## config.mk

```make
export PLATFORM = sky130hd
export DESIGN_NAME = pmon_err_bank
export DESIGN_NICKNAME = d
export VERILOG_FILES = /design/src/rtl/pmon_pkg.sv /design/src/rtl/pmon_sat_counter.sv /design/src/rtl/pmon_hold_reg.sv /design/src/rtl/pmon_latch_ctrl.sv /design/src/rtl/pmon_reg_mux.sv /design/src/rtl/pmon_err_bank.sv
export SDC_FILE = /design/constraint.sdc
export NUM_CORES = 1
export LEC_CHECK = 0
export BUFFER_PORTS_ARGS = -buffer_cell sky130_fd_sc_hd__buf_2
export CAP_MARGIN = 20
export CORE_MARGIN = 2
export CORE_UTILIZATION = 58
export DETAILED_ROUTE_END_ITERATION = 10
export PLACE_DENSITY = 0.85
export SYNTH_ARGS = -nofsm -noshare
export SYNTH_HDL_FRONTEND = slang
export SYNTH_SLANG_ARGS = --single-unit
```

## constraint.sdc

```tcl
create_clock -name clk -period 2.6 [get_ports clk]
set_input_delay 0.39 -clock clk [delete_from_list [all_inputs] [get_ports clk]]
set_output_delay 0.39 -clock clk [all_outputs]
set_load 0.05 [all_outputs]
```

## src/rtl/pmon_pkg.sv

```systemverilog
package pmon_pkg;
   typedef enum logic [1:0] {
      REG_BLK_LO = 2'd0,
      REG_BLK_HI = 2'd1,
      REG_FRM_LO = 2'd2,
      REG_FRM_HI = 2'd3
   } pmon_reg_e;

   localparam int unsigned HOLD_BYTES = 2;
   localparam int unsigned HOLD_MAX_W = 8 * HOLD_BYTES;
endpackage

```

## src/rtl/pmon_sat_counter.sv

```systemverilog
module pmon_sat_counter #(
   parameter int unsigned W        = 12,
   parameter bit          SATURATE = 1'b1
) (
   input  logic         clk,
   input  logic         rst_n,
   input  logic         inc,
   input  logic         clr,
   output logic [W-1:0] cnt
);
   localparam logic [W-1:0] CNT_MAX = {W{1'b1}};
   localparam logic [W-1:0] CNT_ONE = W'(1);

   if (W < 1) begin : g_bad_w
      $error("pmon_sat_counter: W must be at least 1");
   end

   logic [W-1:0] nxt;

   if (SATURATE) begin : g_sat
      always_comb nxt = (cnt == CNT_MAX) ? cnt : cnt + CNT_ONE;
   end else begin : g_wrap
      always_comb nxt = cnt + CNT_ONE;
   end

   always_ff @(posedge clk) begin
      if (!rst_n)   cnt <= '0;
      else if (clr) cnt <= inc ? CNT_ONE : '0;
      else if (inc) cnt <= nxt;
   end

   // a clear restarts at the event of the clear cycle
   assert_restart_R8: assert property (@(posedge clk) disable iff (!rst_n)
      clr |=> (cnt <= CNT_ONE));

   // no event and no clear leaves the count alone
   assert_idle_hold_R2: assert property (@(posedge clk) disable iff (!rst_n)
      (!clr && !inc) |=> $stable(cnt));

   if (SATURATE) begin : g_sat_chk
      assert_no_wrap_R9: assert property (@(posedge clk) disable iff (!rst_n)
         (cnt == CNT_MAX && !clr) |=> (cnt == CNT_MAX));
   end
endmodule

```

## src/rtl/pmon_hold_reg.sv

```systemverilog
module pmon_hold_reg #(
   parameter int unsigned W = 12
) (
   input  logic         clk,
   input  logic         rst_n,
   input  logic         load,
   input  logic [W-1:0] d,
   output logic [W-1:0] q
);
   always_ff @(posedge clk) begin
      if (!rst_n)    q <= '0;
      else if (load) q <= d;
   end

   // holding register changes only on a latch
   assert_hold_stable_R11: assert property (@(posedge clk) disable iff (!rst_n)
      !load |=> $stable(q));
endmodule

```

## src/rtl/pmon_latch_ctrl.sv

```systemverilog
module pmon_latch_ctrl (
   input  logic host_wr_hit,
   input  logic sec_tick,
   input  logic auto_en,
   input  logic global_upd,
   output logic latch
);
   logic tick_hit;

   always_comb begin
      tick_hit = sec_tick & auto_en;
      latch    = host_wr_hit | tick_hit | global_upd;
   end
endmodule

```

## src/rtl/pmon_reg_mux.sv

```systemverilog
module pmon_reg_mux
   import pmon_pkg::*;
#(
   parameter int unsigned BLK_W = 12,
   parameter int unsigned FRM_W = 9
) (
   input  logic             clk,
   input  logic             rst_n,
   input  logic             rd_hit,
   input  logic [1:0]       addr,
   input  logic [BLK_W-1:0] hold_blk,
   input  logic [FRM_W-1:0] hold_frm,
   output logic [7:0]       rdata
);
   localparam int unsigned BLK_HI_BITS = (BLK_W > 8) ? BLK_W - 8 : 0;
   localparam int unsigned FRM_HI_BITS = (FRM_W > 8) ? FRM_W - 8 : 0;
   localparam logic [7:0]  BLK_HI_MASK = 8'((1 << BLK_HI_BITS) - 1);
   localparam logic [7:0]  FRM_HI_MASK = 8'((1 << FRM_HI_BITS) - 1);

   logic [HOLD_MAX_W-1:0] blk_ext;
   logic [HOLD_MAX_W-1:0] frm_ext;
   logic [7:0]            sel;

   always_comb begin
      blk_ext = HOLD_MAX_W'(hold_blk);
      frm_ext = HOLD_MAX_W'(hold_frm);
      unique case (pmon_reg_e'(addr))
         REG_BLK_LO: sel = blk_ext[7:0];
         REG_BLK_HI: sel = blk_ext[15:8];
         REG_FRM_LO: sel = frm_ext[7:0];
         REG_FRM_HI: sel = frm_ext[15:8];
         default:    sel = 8'h00;
      endcase
   end

   always_ff @(posedge clk) begin
      if (!rst_n)      rdata <= 8'h00;
      else if (rd_hit) rdata <= sel;
   end

   // reserved upper bits of the high bytes read as zero
   assert_blk_pad_R11: assert property (@(posedge clk) disable iff (!rst_n)
      (rd_hit && addr == REG_BLK_HI) |=> ((rdata & ~BLK_HI_MASK) == 8'h00));
   assert_frm_pad_R11: assert property (@(posedge clk) disable iff (!rst_n)
      (rd_hit && addr == REG_FRM_HI) |=> ((rdata & ~FRM_HI_MASK) == 8'h00));
   assert_rd_idle_R11: assert property (@(posedge clk) disable iff (!rst_n)
      !rd_hit |=> $stable(rdata));
endmodule

```

## src/rtl/pmon_err_bank.sv

```systemverilog
module pmon_err_bank
   import pmon_pkg::*;
#(
   parameter int unsigned BLK_W    = 12,
   parameter int unsigned FRM_W    = 9,
   parameter bit          SATURATE = 1'b1
) (
   input  logic       clk,
   input  logic       rst_n,
   input  logic       esf_mode,
   input  logic       crc_err,
   input  logic       fas_err,
   input  logic       sec_tick,
   input  logic       auto_en,
   input  logic       global_upd,
   input  logic       host_cs,
   input  logic       host_wr,
   input  logic       host_rd,
   input  logic [1:0] host_addr,
   output logic [7:0] host_rdata
);
   if (BLK_W < 1 || BLK_W > HOLD_MAX_W) begin : g_bad_blk
      $error("pmon_err_bank: BLK_W must fit two bytes");
   end
   if (FRM_W < 1 || FRM_W > HOLD_MAX_W) begin : g_bad_frm
      $error("pmon_err_bank: FRM_W must fit two bytes");
   end

   logic             wr_hit, rd_hit, latch;
   logic             blk_inc;
   logic [BLK_W-1:0] acc_blk, hold_blk;
   logic [FRM_W-1:0] acc_frm, hold_frm;

   always_comb begin
      wr_hit  = host_cs & host_wr;
      rd_hit  = host_cs & host_rd;
      blk_inc = esf_mode ? crc_err : fas_err;
   end

   pmon_latch_ctrl u_latch (
      .host_wr_hit (wr_hit),
      .sec_tick    (sec_tick),
      .auto_en     (auto_en),
      .global_upd  (global_upd),
      .latch       (latch)
   );

   pmon_sat_counter #(.W(BLK_W), .SATURATE(SATURATE)) u_acc_blk (
      .clk (clk), .rst_n (rst_n), .inc (blk_inc), .clr (latch), .cnt (acc_blk)
   );

   pmon_sat_counter #(.W(FRM_W), .SATURATE(SATURATE)) u_acc_frm (
      .clk (clk), .rst_n (rst_n), .inc (fas_err), .clr (latch), .cnt (acc_frm)
   );

   pmon_hold_reg #(.W(BLK_W)) u_hold_blk (
      .clk (clk), .rst_n (rst_n), .load (latch), .d (acc_blk), .q (hold_blk)
   );

   pmon_hold_reg #(.W(FRM_W)) u_hold_frm (
      .clk (clk), .rst_n (rst_n), .load (latch), .d (acc_frm), .q (hold_frm)
   );

   pmon_reg_mux #(.BLK_W(BLK_W), .FRM_W(FRM_W)) u_mux (
      .clk      (clk),
      .rst_n    (rst_n),
      .rd_hit   (rd_hit),
      .addr     (host_addr),
      .hold_blk (hold_blk),
      .hold_frm (hold_frm),
      .rdata    (host_rdata)
   );

   // a host write captures both pre-latch accumulator values
   assert_wr_capture_R5: assert property (@(posedge clk) disable iff (!rst_n)
      (host_cs && host_wr) |=> (hold_blk == $past(acc_blk) && hold_frm == $past(acc_frm)));

   // the global strobe captures the block count
   assert_global_capture_R7: assert property (@(posedge clk) disable iff (!rst_n)
      global_upd |=> (hold_blk == $past(acc_blk)));

   // a tick with auto-update off and no other trigger changes nothing
   assert_tick_gated_R6: assert property (@(posedge clk) disable iff (!rst_n)
      (sec_tick && !auto_en && !global_upd && !(host_cs && host_wr))
         |=> ($stable(hold_blk) && $stable(hold_frm)));

   // in SF mode a lone CRC pulse leaves the block count unchanged
   assert_sf_ignores_crc_R3: assert property (@(posedge clk) disable iff (!rst_n)
      (!esf_mode && crc_err && !fas_err && !latch) |=> $stable(acc_blk));
endmodule

```

==> results_dict.tcl, run 1 <==
set metrics [dict create \
    finalWorstSetupSlack_ns 0.3938 \
    synth.cell_area_mm2 0.002282 \
    worstHoldStart "host_rd" \
    drt_pre_antenna_iters 5 \
    cts_hold_buf 0 \
    design.final.nets 293 \
    max_cap_viol_count 0 \
    wire_length_of_the_first_global_routing_pass_um 7500 \
    track_usage_pct 22.02 \
    layout-drive-gt1-share_pct 14.03 \
    die_h_um 66.73 \
    synthDistinctLibCells 38 \
    numCtsBuffers 5 \
    hpwl_um 3229 \
    worst_path_clk_slew_ns 0.09 \
    route.detailed.drc 0 \
    avgRoutedWirePerCell_um 13.79 \
    hold_viol 0 \
    timing.final.crit_share_pct 84.85 \
    criticalPathCategory "flop to flop" \
    setup_slack_at_placement_ns 0.4423 \
    timing.rr.end "u_acc_frm.cnt[4]" \
    final_setup_vio_count 0 \
    powerDensity_mw_per_mm2 528.2 \
    reg2reg_setup_slack_ns 0.39 \
    postCtsSetupBuffers 0 \
    syn_to_final_growth_pct 9.046 \
    cts_tree "yes" \
    final_common_cell "sky130_fd_sc_hd__nand2_1" \
    run_status "complete, no violations" \
    hold_end "u_mux.rdata[0]" \
    insertedDiodeCount 0 \
    htreeDepth 2 \
    post_cts_resized 0 \
    worstHoldPathCells 3 \
    clk_latency_ns 0.30 \
    ys_seq_elements 50 \
    layout.area.seq_mm2 0.001001 \
    multiInputGateArea_mm2 0.001210 \
    crit_fanout 8 \
    final.setup_skew_ns 0.009969 \
    initial_antenna_violation_count 0 \
    synthesis.area_per_instance_um2 8.678 \
    final_ant_viol_nets 0 \
    via_count_of_the_first_global_routing_pass 1663 \
    rsz0062_at_grt "no" \
    top_level_ports 21 \
    layout.filler_cells 313 \
    dieWidth_um 66.73 \
    wirelength_um 4497 \
    dr.first_iter.drc_count 138 \
    gp_congestion 0.8280 \
    worst_hold_path_type "input port to flop" \
    io_buffers 20 \
    least_margin_pin_slew_ns 0.7768 \
    clk_root_buffer_cell "sky130_fd_sc_hd__clkbuf_8" \
    final.min_clock_period_ns 2.206 \
    setup_total_negative_slack_ns 0 \
    grt_start_max_net_pins 34 \
    detailroute.via_count 1857 \
    yosysWarnings 0 \
    worstPathRequired_ns 2.77 \
    power_leakage_nw 0.8834 \
    cts_buffer_depth 2 \
    r2r-start "u_acc_frm.cnt[0]" \
    routed_via_density 5.696 \
    reg2reg_depth 8 \
    cts_num_sinks 50 \
    cp_data_arrival_time_ns 2.38 \
    die_area_mm2 0.004453 \
    critPathLaunch "u_acc_frm.cnt[0]" \
    synth.net_count 279 \
    commonest_non_fill_non_tap_cells_in_the_layout "sky130_fd_sc_hd__nand2_1 (54), sky130_fd_sc_hd__dfxtp_1 (50), sky130_fd_sc_hd__a21boi_0 (23)" \
    ir_worst_vdd_uv 237.8 \
    holdWs_ns 0.3717 \
    grt_remaining_overflow 0 \
    num_rows 22 \
    synth_sequential_area_ratio_pct 43.86 \
    timing.max_slew.rel_slack_pct 48.20 \
    core_area_mm2 0.003716 \
    initial_utilization_pct 61.41 \
    drv_slew 0 \
    final_util_pct 66.97 \
    critPathCaptureType "flop" \
    timing.fmax_ghz 0.4533 \
    timing.critical_path.from_type "flop" \
    syn_inst 263 \
]
## registers in the layout, summed over array words and instances (netlist names)
| signal | cells |
|---|---|
| u_acc_blk.cnt | 12 |
| u_acc_frm.cnt | 9 |
| u_hold_blk.q | 12 |
| u_hold_frm.q | 9 |
| u_mux.rdata | 8 |
## critical path, stage by stage, from the launching register on
cell and delay, ns:
sky130_fd_sc_hd__dfxtp_1 0.35, sky130_fd_sc_hd__ha_1 0.25, sky130_fd_sc_hd__and3_1 0.19, sky130_fd_sc_hd__and3_1 0.17, sky130_fd_sc_hd__ha_1 0.21, sky130_fd_sc_hd__nor2b_1 0.48
sky130_fd_sc_hd__nand4_1 0.18, sky130_fd_sc_hd__xor2_1 0.18, sky130_fd_sc_hd__nor2_1 0.06
## kinds of logic (layout without fill, tap and decap cells)
kind of cell / Yosys count / in the layout / synth area share (%)
flip-flops: 50 / 50 / 43.86
AND/OR/NAND/NOR: 115 / 115 / 24.01
multiplexers: 13 / 13 / 6.524
adder cells (fa/ha/maj): 3 / 3 / 1.645
AO/OA/AOI/OAI: 57 / 57 / 18.15
XOR/XNOR: 7 / 7 / 2.686
buffers and inverters: 18 / 33 / 3.125
## layout make-up
| class | count | share of cell area, % |
|---|---|---|
| clock buffer | 7 | 3.469 |
| clock inverter | 1 | 0.2011 |
| inverter | 3 | 0.4525 |
| multi-input combinational | 195 | 48.62 |
| sequential | 50 | 40.22 |
| tap | 48 | 2.413 |
| timing repair buffer | 22 | 4.625 |
## synthesized netlist by cell type, drive strengths merged
master | n | area, um^2
nand2 | 54 | 202.7
dfxtp | 50 | 1001
a21boi | 23 | 172.7
nor2 | 13 | 48.80
clkbuf | 12 | 45.04
nand3 | 10 | 50.05
o21ai | 10 | 50.05
mux2i | 7 | 70.07
nor2b | 7 | 43.79
nor3 | 7 | 35.03
nand4 | 6 | 37.54
xor2 | 6 | 52.55
a22oi | 5 | 37.54
and2 | 5 | 31.28
mux2 | 5 | 56.30
a31oi | 4 | 25.02
and3 | 4 | 25.02
a21oi | 3 | 15.01
a2bb2oi | 3 | 26.28
buf | 3 | 15.01
ha | 3 | 37.54
inv | 3 | 11.26
nor4 | 3 | 25.02
a41o | 2 | 20.02
a41oi | 2 | 17.52
and4 | 2 | 20.02
or3 | 2 | 12.51
a2111oi | 1 | 8.760
a211oi | 1 | 7.510
a221o | 1 | 10.01
a221oi | 1 | 15.01
mux4 | 1 | 22.52
o41ai | 1 | 8.760
or2 | 1 | 6.260
or4b | 1 | 10.01
xnor2 | 1 | 8.760
## per-stage QoR
stage | power [mW] | instances | instance area (um^2)
after floorplan | 0.8484 | 263 | 2282
after global placement | 0.8748 | 318 | 2397
after detailed placement | 0.8758 | 318 | 2397
after CTS | 1.328 | 326 | 2489
after global routing | 1.375 | 326 | 2489
final | 1.314 | 326 | 2489
## how the worst max path moves through the flow
stage | to | slack, ns | depth (start not counted)
3_5_place_dp | u_acc_frm.cnt[4] | 0.44 | 8
2_1_floorplan | u_acc_frm.cnt[5] | 0.72 | 9
6_report | u_acc_frm.cnt[4] | 0.39 | 8
4_1_cts | u_acc_frm.cnt[4] | 0.42 | 8
5_1_grt | u_acc_frm.cnt[4] | 0.27 | 8
3_3_place_gp | u_acc_frm.cnt[7] | 0.56 | 8
## power breakdown
| part | internal [mW] | switching (mW) |
|---|---|---|
| sequential | 0.770 | 0.00498 |
| combinational | 0.0305 | 0.0524 |
| clock | 0.215 | 0.242 |
| total | 1.02 | 0.299 |
## per-layer routing
layer  routed length, um  global-route usage (%)  vias to the layer above
met5                   0                       0                        -
met4                   7                   5.357                        0
met3                 167                   5.574                        2
met2                2180                   36.50                       31
met1                2141                   28.60                      866
li1                    -                       -                      958
(Power assumes the default switching activity.)
==> inputs of run 2 (changes only) <==
- CORE_UTILIZATION: 58 -> 52
- PLACE_DENSITY: 0.85 -> 0.81
- clock period: 2.6 -> 2 ns (I/O delays scaled with it)
==> results_dict.tcl, run 2 (synthesized netlist as in run 1, its figures left out) <==
set metrics [dict create \
    run_status "complete, no violations" \
    timing.fmax_ghz 0.5449 \
    sequential_power_share_pct 59.9 \
    final.setup_skew_ns 0.006069 \
    io_buffers 20 \
    detailroute.via_count 1901 \
    cts_tree "yes" \
    final_common_cell "sky130_fd_sc_hd__nand2_1" \
    initial_antenna_violation_count 0 \
    final.min_clock_period_ns 1.835 \
    power_switching_share_pct 23.87 \
    num_rows 24 \
    htreeDepth 2 \
    cp_data_arrival_time_ns 2.01 \
    design.final.nets 296 \
    dr.first_iter.drc_count 139 \
    via_count_of_the_first_global_routing_pass 1693 \
    gp_congestion 0.8657 \
    critPathCaptureType "flop" \
    worst_path_clk_slew_ns 0.09 \
    wirelength_um 4658 \
    power.total_mw 1.681 \
    routed_via_density 5.726 \
    final_setup_vio_count 0 \
    drv_slew 0 \
    syn_to_final_growth_pct 10.25 \
    share_comb_of_total_power_pct 6.8 \
    timing.critical_path.from_type "flop" \
    timing.final.crit_share_pct 91.76 \
    reg.largest.list "u_acc_blk.cnt x12, u_hold_blk.q x12" \
    grt_remaining_overflow 0 \
    criticalPathCategory "flop to flop" \
    drt_pre_antenna_iters 4 \
    grt_start_max_net_pins 34 \
    cellInternalPower_mw 1.280 \
    power.clock.fraction_pct 33.2 \
    netSwitchingPower_uw 401.2 \
    rsz0062_at_grt "no" \
    core_area_mm2 0.004294 \
    max_cap_viol_count 0 \
    hpwl_um 3237 \
    hold_viol 0 \
    least_margin_pin_slew_ns 0.7863 \
    crit_fanout 8 \
    cts_hold_buf 0 \
    cts_buffer_depth 2 \
    die_area_mm2 0.004935 \
    commonest_non_fill_non_tap_cells_in_the_layout "sky130_fd_sc_hd__nand2_1 (54), sky130_fd_sc_hd__dfxtp_1 (49), sky130_fd_sc_hd__a21boi_0 (23)" \
    ir_worst_vdd_uv 336.6 \
    top_level_ports 21 \
    dieWidth_um 70.25 \
    initial_utilization_pct 53.15 \
    cts_num_sinks 50 \
    power_leakage_nw 0.8862 \
    avgRoutedWirePerCell_um 14.03 \
    timing.max_slew.rel_slack_pct 47.56 \
    worst_hold_path_type "input port to flop" \
    numCtsBuffers 5 \
    setup_total_negative_slack_ns 0 \
    layout-drive-gt1-share_pct 16.43 \
    clk_root_buffer_cell "sky130_fd_sc_hd__clkbuf_8" \
    worstPathRequired_ns 2.17 \
    track_usage_pct 20.25 \
    final_ant_viol_nets 0 \
    die_h_um 70.25 \
    powerDensity_mw_per_mm2 668.1 \
    wire_length_of_the_first_global_routing_pass_um 7886 \
    insertedDiodeCount 0 \
    clk_latency_ns 0.30 \
    route.detailed.drc 0 \
]
==> run 2: critical path, stage by stage (launching register included) <==
cell	delay, ns
sky130_fd_sc_hd__dfxtp_2	0.35
sky130_fd_sc_hd__ha_2	0.20
sky130_fd_sc_hd__and3_1	0.18
sky130_fd_sc_hd__and3_1	0.18
sky130_fd_sc_hd__ha_2	0.18
sky130_fd_sc_hd__nor2b_1	0.10
sky130_fd_sc_hd__buf_4	0.15
sky130_fd_sc_hd__nand4_1	0.12
sky130_fd_sc_hd__xor2_1	0.19
sky130_fd_sc_hd__nor2_1	0.06
==> run 2: what timing repair did <==
item / in CTS / in global routing
setup buffers: 0 / 2
gates resized for setup: 0 / 4
endpoints found under the setup margin: 0 / 6
==> run 2: final cells by class <==
cell class              count  area [um^2]
fillers                   388         1778
multi-input cells         195         1221
clock inverters             2        10.01
repair buffers             25        137.6
inverters                   3        11.26
clock buffers               5        68.82
well taps                  52        65.06
flip-flops and latches     50         1002
==> run 2: stage by stage <==
stage | instances | util [%] | hold slack [ns] | instance area, um^2 | setup WS, ns
after floorplan | 263 | - | 0.4375 | 2282 | 0.1222
after global placement | 323 | 56.12 | 0.4469 | 2410 | 0.1239
after detailed placement | 323 | 56.12 | 0.4525 | 2410 | 0.07291
after CTS | 330 | 57.95 | 0.2577 | 2489 | 0.06408
after global routing | 332 | 58.60 | 0.2924 | 2516 | 0.01333
final | 332 | 58.60 | 0.2723 | 2516 | 0.1647
==> run 2: final timing paths <==
check	from	endpoint	slack [ns]	cells past startpoint
min reg2reg	u_hold_frm.q[5]	u_hold_frm.q[5]	0.46	2
max	u_acc_frm.cnt[0]	u_acc_frm.cnt[4]	0.16	9
max reg2reg	u_acc_frm.cnt[0]	u_acc_frm.cnt[4]	0.16	9
min	host_rd	u_mux.rdata[0]	0.27	3
==> run 2: power by group through the flow <==
| stage | logic (mW) | registers [mW] | clock network (mW) |
|---|---|---|---|
| 3_3_place_gp | 0.111 | 1.03 | 0 |
| 4_1_cts | 0.112 | 1.01 | 0.581 |
| 2_1_floorplan | 0.0734 | 1.03 | 0 |
| 6_report | 0.115 | 1.01 | 0.559 |
| 5_1_grt | 0.127 | 1.01 | 0.610 |
| 3_5_place_dp | 0.112 | 1.03 | 0 |
==> run 2: routing by layer <==
| metal | track usage [%] | part of all wire [%] |
|---|---|---|
| met1 | 27.45 | 48 |
| met2 | 30.92 | 46 |
| met3 | 5.339 | 5.2 |
| met4 | 7.692 | 0.34 |
| met5 | 0 | 0 |
